File: src/rtl/row_bank_pkg.sv
package row_bank_pkg;
  localparam int BANK_W = 2;
  localparam int ADDR_W = 12;

  typedef enum logic [1:0] {
    CMD_PRE = 2'b00,
    CMD_ACT = 2'b01,
    CMD_RD  = 2'b10,
    CMD_WR  = 2'b11
  } bank_cmd_e;

  typedef struct packed {
    logic [BANK_W-1:0] bank;
    logic [ADDR_W-1:0] row;
    logic [ADDR_W-1:0] col;
    logic              write;
    logic              close;
  } bank_req_t;
endpackage

File: src/rtl/rb_req_queue.sv
module rb_req_queue
  import row_bank_pkg::*;
#(
  parameter int DEPTH = 4,
  localparam int CNT_W = $clog2(DEPTH + 1),
  localparam int NB = 1 << BANK_W
) (
  input  logic            clk_i,
  input  logic            rst_ni,
  input  logic            push_i,
  input  bank_req_t       push_data_i,
  input  logic            pop_i,
  output bank_req_t       head_o,
  output logic            head_vld_o,
  output logic [CNT_W-1:0] count_o,
  output logic [NB-1:0]   bank_busy_o
);
  bank_req_t  slot_q    [DEPTH];
  logic       vld_q     [DEPTH];
  bank_req_t  shift_data[DEPTH];
  logic       shift_vld [DEPTH];
  logic [CNT_W-1:0] wr_idx;

  always_comb begin
    count_o     = '0;
    bank_busy_o = '0;
    for (int i = 0; i < DEPTH; i++) begin
      count_o = count_o + {{(CNT_W-1){1'b0}}, vld_q[i]};
      if (vld_q[i]) bank_busy_o[slot_q[i].bank] = 1'b1;
    end
  end

  assign wr_idx     = count_o - {{(CNT_W-1){1'b0}}, pop_i};
  assign head_o     = slot_q[0];
  assign head_vld_o = vld_q[0];

  for (genvar g = 0; g < DEPTH; g++) begin : g_slot
    if (g < DEPTH - 1) begin : g_mid
      assign shift_data[g] = slot_q[g+1];
      assign shift_vld[g]  = vld_q[g+1];
    end else begin : g_end
      assign shift_data[g] = slot_q[g];
      assign shift_vld[g]  = 1'b0;
    end

    always_ff @(posedge clk_i or negedge rst_ni) begin
      if (!rst_ni) begin
        slot_q[g] <= '0;
        vld_q[g]  <= 1'b0;
      end else begin
        if (pop_i) begin
          slot_q[g] <= shift_data[g];
          vld_q[g]  <= shift_vld[g];
        end
        if (push_i && wr_idx == CNT_W'(g)) begin
          slot_q[g] <= push_data_i;
          vld_q[g]  <= 1'b1;
        end
      end
    end
  end
endmodule

File: src/rtl/rb_bank_state.sv
module rb_bank_state
  import row_bank_pkg::*;
#(
  parameter int TIME_W = 4
) (
  input  logic              clk_i,
  input  logic              rst_ni,
  input  logic              act_i,
  input  logic              pre_i,
  input  logic              wipe_i,
  input  logic [ADDR_W-1:0] row_i,
  input  logic [TIME_W-1:0] t_ras_i,
  input  logic [TIME_W-1:0] t_rp_i,
  input  logic [TIME_W-1:0] t_rcd_i,
  output logic              open_o,
  output logic [ADDR_W-1:0] row_o,
  output logic              ras_ok_o,
  output logic              rp_ok_o,
  output logic              rcd_ok_o
);
  logic [TIME_W-1:0] ras_q, rp_q, rcd_q;

  always_ff @(posedge clk_i or negedge rst_ni) begin
    if (!rst_ni) begin
      open_o <= 1'b0;
      row_o  <= '0;
      ras_q  <= '0;
      rp_q   <= '0;
      rcd_q  <= '0;
    end else begin
      if (ras_q != '0) ras_q <= ras_q - 1'b1;
      if (rp_q  != '0) rp_q  <= rp_q  - 1'b1;
      if (rcd_q != '0) rcd_q <= rcd_q - 1'b1;
      if (act_i) begin
        open_o <= 1'b1;
        row_o  <= row_i;
        ras_q  <= t_ras_i;
        rcd_q  <= t_rcd_i;
      end
      if (pre_i) begin
        open_o <= 1'b0;
        rp_q   <= t_rp_i;
      end
      if (wipe_i) open_o <= 1'b0;
    end
  end

  assign ras_ok_o = (ras_q == '0);
  assign rp_ok_o  = (rp_q  == '0);
  assign rcd_ok_o = (rcd_q == '0);
endmodule

File: src/rtl/row_bank_ctrl.sv
module row_bank_ctrl
  import row_bank_pkg::*;
#(
  parameter int QUEUE_DEPTH = 4,
  parameter int TIME_W = 4,
  localparam int NUM_BANKS = 1 << BANK_W,
  localparam int DEPTH_W = $clog2(QUEUE_DEPTH),
  localparam int CNT_W = $clog2(QUEUE_DEPTH + 1)
) (
  input  logic                 clk_i,
  input  logic                 rst_ni,
  input  logic [DEPTH_W-1:0]   depth_cfg_i,
  input  logic [TIME_W-1:0]    t_ras_i,
  input  logic [TIME_W-1:0]    t_rp_i,
  input  logic [TIME_W-1:0]    t_rcd_i,
  input  logic                 req_i,
  input  logic [BANK_W-1:0]    req_bank_i,
  input  logic [ADDR_W-1:0]    req_row_i,
  input  logic [ADDR_W-1:0]    req_col_i,
  input  logic                 req_write_i,
  input  logic                 req_close_i,
  output logic                 req_ack_o,
  input  logic [NUM_BANKS-1:0] pre_ok_i,
  input  logic                 act_ok_i,
  input  logic                 refresh_i,
  output logic                 cmd_vld_o,
  output logic [1:0]           cmd_o,
  output logic [BANK_W-1:0]    cmd_bank_o,
  output logic [ADDR_W-1:0]    cmd_addr_o,
  input  logic                 cmd_ack_i,
  output logic                 idle_o
);
  bank_req_t            head, push_data;
  logic                 head_vld, pop, drop, fire, done_q;
  logic [CNT_W-1:0]     count, limit;
  logic [NUM_BANKS-1:0] busy;
  logic                 b_open [NUM_BANKS];
  logic [ADDR_W-1:0]    b_row  [NUM_BANKS];
  logic                 b_ras_ok [NUM_BANKS];
  logic                 b_rp_ok  [NUM_BANKS];
  logic                 b_rcd_ok [NUM_BANKS];

  bank_cmd_e            cmd_q, cand_cmd;
  logic                 cmd_vld_q, cand_vld;
  logic [BANK_W-1:0]    cmd_bank_q;
  logic [ADDR_W-1:0]    cmd_addr_q, cand_addr;
  logic [BANK_W-1:0]    hb;

  assign limit     = CNT_W'(depth_cfg_i) + CNT_W'(1);
  assign req_ack_o = req_i && (count < limit) && !busy[req_bank_i];
  assign push_data = '{bank: req_bank_i, row: req_row_i, col: req_col_i,
                       write: req_write_i, close: req_close_i};

  rb_req_queue #(.DEPTH(QUEUE_DEPTH)) u_queue (
    .clk_i, .rst_ni,
    .push_i(req_ack_o), .push_data_i(push_data), .pop_i(pop),
    .head_o(head), .head_vld_o(head_vld), .count_o(count), .bank_busy_o(busy)
  );

  for (genvar g = 0; g < NUM_BANKS; g++) begin : g_bank
    rb_bank_state #(.TIME_W(TIME_W)) u_state (
      .clk_i, .rst_ni,
      .act_i (fire && cmd_q == CMD_ACT && cmd_bank_q == BANK_W'(g)),
      .pre_i (fire && cmd_q == CMD_PRE && cmd_bank_q == BANK_W'(g)),
      .wipe_i(refresh_i),
      .row_i (cmd_addr_q),
      .t_ras_i, .t_rp_i, .t_rcd_i,
      .open_o(b_open[g]), .row_o(b_row[g]),
      .ras_ok_o(b_ras_ok[g]), .rp_ok_o(b_rp_ok[g]), .rcd_ok_o(b_rcd_ok[g])
    );
  end

  assign hb = head.bank;

  // next command for the head entry, only while the command slot is free
  always_comb begin
    cand_vld  = 1'b0;
    cand_cmd  = CMD_PRE;
    cand_addr = '0;
    drop      = 1'b0;
    if (head_vld && !cmd_vld_q) begin
      if (done_q) begin
        if (!b_open[hb]) drop = 1'b1;
        else if (b_ras_ok[hb] && pre_ok_i[hb]) cand_vld = 1'b1;
      end else if (b_open[hb] && b_row[hb] == head.row) begin
        if (b_rcd_ok[hb]) begin
          cand_vld  = 1'b1;
          cand_cmd  = head.write ? CMD_WR : CMD_RD;
          cand_addr = head.col;
        end
      end else if (b_open[hb]) begin
        if (b_ras_ok[hb] && pre_ok_i[hb]) cand_vld = 1'b1;
      end else if (b_rp_ok[hb] && act_ok_i) begin
        cand_vld  = 1'b1;
        cand_cmd  = CMD_ACT;
        cand_addr = head.row;
      end
    end
  end

  assign fire = cmd_vld_q && cmd_ack_i;
  assign pop  = drop || (fire && (cmd_q == CMD_PRE ? done_q
                                  : (cmd_q != CMD_ACT && !head.close)));

  always_ff @(posedge clk_i or negedge rst_ni) begin
    if (!rst_ni) begin
      cmd_vld_q  <= 1'b0;
      cmd_q      <= CMD_PRE;
      cmd_bank_q <= '0;
      cmd_addr_q <= '0;
      done_q     <= 1'b0;
    end else begin
      if (fire) cmd_vld_q <= 1'b0;
      else if (cand_vld) begin
        cmd_vld_q  <= 1'b1;
        cmd_q      <= cand_cmd;
        cmd_bank_q <= hb;
        cmd_addr_q <= cand_addr;
      end
      if (pop) done_q <= 1'b0;
      else if (fire && (cmd_q == CMD_RD || cmd_q == CMD_WR) && head.close) done_q <= 1'b1;
    end
  end

  assign cmd_vld_o  = cmd_vld_q;
  assign cmd_o      = cmd_q;
  assign cmd_bank_o = cmd_bank_q;
  assign cmd_addr_o = cmd_addr_q;
  assign idle_o     = !head_vld && !cmd_vld_q;
endmodule

File: config.mk
export PLATFORM = sky130hd
export DESIGN_NAME = row_bank_ctrl
export DESIGN_NICKNAME = d
export VERILOG_FILES = /design/src/rtl/row_bank_pkg.sv /design/src/rtl/rb_req_queue.sv /design/src/rtl/rb_bank_state.sv /design/src/rtl/row_bank_ctrl.sv
export SDC_FILE = /design/constraint.sdc
export NUM_CORES = 1
export LEC_CHECK = 0
export ABC_AREA = 1
export BUFFER_PORTS_ARGS = -buffer_cell sky130_fd_sc_hd__buf_4
export CELL_PAD_IN_SITES_DETAIL_PLACEMENT = 0
export CELL_PAD_IN_SITES_GLOBAL_PLACEMENT = 2
export CORE_UTILIZATION = 41
export CTS_BUF_LIST = sky130_fd_sc_hd__clkbuf_4
export CTS_CLUSTER_SIZE = 40
export DETAILED_ROUTE_END_ITERATION = 7
export PLACE_DENSITY = 0.95
export SYNTH_ARGS = -nofsm -noshare
export SYNTH_HDL_FRONTEND = slang
export SYNTH_SLANG_ARGS = --single-unit
File: constraint.sdc
create_clock -name clk_i -period 7.09 [get_ports clk_i]
set_clock_uncertainty 0.1 [all_clocks]
set_input_delay 1.418 -clock clk_i [delete_from_list [all_inputs] [get_ports clk_i]]
set_output_delay 1.418 -clock clk_i [all_outputs]
set_load 0.02 [all_outputs]
==> out/summary.txt <==
Met3 usage: 3.59%
Final core utilization: 47.8%
Avg Cell Area, Syn: 7.89 sq um
Drt initial violations: 804
Row count: 62
Routed length per instance: 15.9 um
Number of flops mapped to enable cells by yosys: 0
Met1 usage: 31.4%
Clock latency on the worst-skew pair: 680 ps
Yosys warning count: 0
Grt total ovfl: 0
NetSw: 2.70 mW
Int Pwr: 3.51 mW
CTS tree: done
Final Max Tran Viols: 0
Vias in the first global route: 10426
Fin area: 0.0139 sq mm
Yosys reg bits: 234
DP HPWL: 21.6 mm
Die Area: 0.0304 sq mm
Overall global routing resource usage: 22.1%
Fmax: 195 MHz
Die height: 174 um
Rel. slew slack: 25.7%
ANT nets after route: 0
Main combinational cell family by area after synthesis: simple AND/OR/NAND/NOR gates
Root buffer cell: clkbuf_4
Total CTS buffers: 68
DR pass1 iterations: 5
Cell Area, Placed: 0.0130 sq mm
Syn Inst Count: 1546
Critical R2R Launch: u_queue.head_o[27]
Hold WS: 368 ps
Setup-failing EPs final: 0
Layout area overhead: 13.7%
Min-delay src: u_queue.shift_data[16]
Fin Setup TNS: 0 ps
Reg2reg setup slack: 2260 ps
Tot Pwr: 6.20 mW
Hold Path Stages: 2
Post-synth ARST share: 100%
Reg-to-Reg End: u_queue.shift_data[62]
Reg2Reg Depth: 16
Post-cts repair resize count: 0
Via count: 10760
Post-CTS Hold Buffers: 0
Vias per cell: 5.24
Max-Cap Viols: 0
Fin crit share: 72.4%
Seq pwr share: 36.2%
Worst Setup End Kind: output port
Post-CTS setup repair buffer count: 0
Largest net degree at the start of global routing: 150
Core ar.: 0.0290 sq mm
M2 GR Usage: 33.9%
Initial antenna violation count: 1
Die X: 174 um
Final GP Congestion: 0.869
First-pass GRT wire length: 54.5 mm
Tmin final: 5130 ps
IO Count: 71
Residual DRC count: 0
Final hold viol count: 0
Setup CP Type: flop to output port
Worst hold endpoint: u_queue.shift_data[16]
Pwr per Cell Area: 447 mW/mm^2
Initial core utilization: 42.0%
Status: completed
Peak supply drop: 0.374 mV
Required time of the critical path: 5570 ps
Leakage: 6.96 nW
Mapped Area: 0.0122 sq mm
Combinational Power Share: 42.8%
Simple-Gate Fraction of Synth Area: 30.6%
Clock slew at reported path FFs: 60 ps
Synthesized net count: 1628
Worst Setup SP: u_queue.head_vld_o
Hold WC Path Type: flop to flop
Number of port buffers: 70
Post-synth cell types: 36
Worst setup SP type: flop
Net Sw Frac: 43.5%
Clock Power Share: 21.0%
Total Nets Final: 1701
Post-synthesis adder-cell area fraction: 3.14%
H-Tree Depth: 3
RSZ-0062 raised after global routing: false
Fraction of layout cells with a size suffix above 1: 12.5%
Crit path arrival time: 3610 ps
Register area share after synthesis: 48.0%
Bufs on Longest Clock Path: 3
Transition time at the pin with the least slew margin: 1110 ps
Crit Path Max Fanout: 6
GRT Max-Usage Layer: met2
Top_reg_cell synth: dfrtp_1
Synth Area in Compound Gates: 8.75%
Final wirelength: 32.6 mm
Post-Synth XOR/XNOR Area: 2.30%
Post-synthesis mux area share: 0%
Sink Count: 234
cell usage after synthesis, types with 16 or more instances:
cell type  instances  area, sq um
clkbuf_1          55          206
nand2_1          388         1460
nand4_1           23          144
a21oi_1           16         80.1
xor2_1            21          184
o211ai_1          41          308
nand3_1          368         1840
o21ai_0          114          571
dfrtp_1          234         5860
nor2_1            51          191
buf_2             26          130
ha_1              29          363
inv_1            129          484
worst max-delay path, stage by stage (launching register included):
cell	delay, ps
dfrtp_1	470
ha_1	340
fa_1	360
ha_1	270
ha_1	310
o21ai_0	70
a21oi_1	60
nor3b_1	570
and3_2	340
buf_4	160
flip-flops by register name, summed over array words and instances (netlist names):
name	flops
u_queue.head_vld_o	1
u_queue.shift_data	84
cmd_addr_o	12
done_q	1
g_bank.u_state.rcd_q	16
cmd_bank_o	2
g_bank.u_state.row_o	48
g_bank.u_state.ras_q	16
cmd_vld_o	1
u_queue.shift_vld	3
u_queue.head_o	28
g_bank.u_state.open_o	4
cmd_o	2
g_bank.u_state.rp_q	16
per-stage QoR:
stage               cells  setup slack, ps
global placement     1933             2430
floorplan            1546             2580
finish               2053             1960
detailed placement   1933             2340
global route         2053             1780
CTS                  2052             1930
power groups by stage:
stage	registers [mW]	logic [mW]	clock network [mW]
after floorplan	2.17	1.99	0
after detailed placement	2.27	2.66	0
final	2.24	2.65	1.30
after global placement	2.26	2.60	0
after global routing	2.31	3.06	1.41
after CTS	2.24	2.68	1.35
final cells by class:
cell class / count / area [sq um]
well taps: 384 / 480
repair buffers: 88 / 681
inverters: 137 / 514
multi-input cells: 1090 / 5460
diodes: 1 / 2.50
clock buffers: 97 / 728
fillers: 3003 / 15100
clock inverters: 22 / 146
flip-flops and latches: 234 / 5860
worst max-delay path by stage:
stage               slack (ps)                     end  cells after the start
floorplan                 2580               req_ack_o                      9
global placement          2430               req_ack_o                      9
detailed placement        2340  u_queue.shift_data[64]                     16
CTS                       1930               req_ack_o                      9
global route              1780               req_ack_o                      9
finish                    1960               req_ack_o                      9
logic make-up (layout without fill, tap and decap cells):
kind of cell / after synthesis / in the layout
flops: 234 / 234
compound gates: 186 / 186
simple gates: 842 / 842
other cells: 0 / 1
xor+xnor: 32 / 32
buf+inv: 222 / 344
fa+ha+maj: 30 / 30
per-layer routing:
metal  vias up  part of all wire [%]
li1       5351                     -
met1      5134                    49
met2       224                    45
met3        51                   4.2
met4         0                   2.2
met5         -                     0
cells in the final DEF, fill, tap and decap left out, drive strengths merged, types with 11 or more instances in the layout:
master | synthesis | final
nand4 | 23 | 23
xnor2 | 11 | 11
dfrtp | 234 | 234
xor2 | 21 | 21
ha | 29 | 29
a21oi | 16 | 16
nor2 | 52 | 52
o211ai | 41 | 41
nand2 | 389 | 389
clkbuf | 55 | 97
nand3 | 369 | 369
o21ai | 115 | 115
buf | 30 | 88
clkinv | 2 | 18
inv | 135 | 138
(Power assumes the default switching activity.)
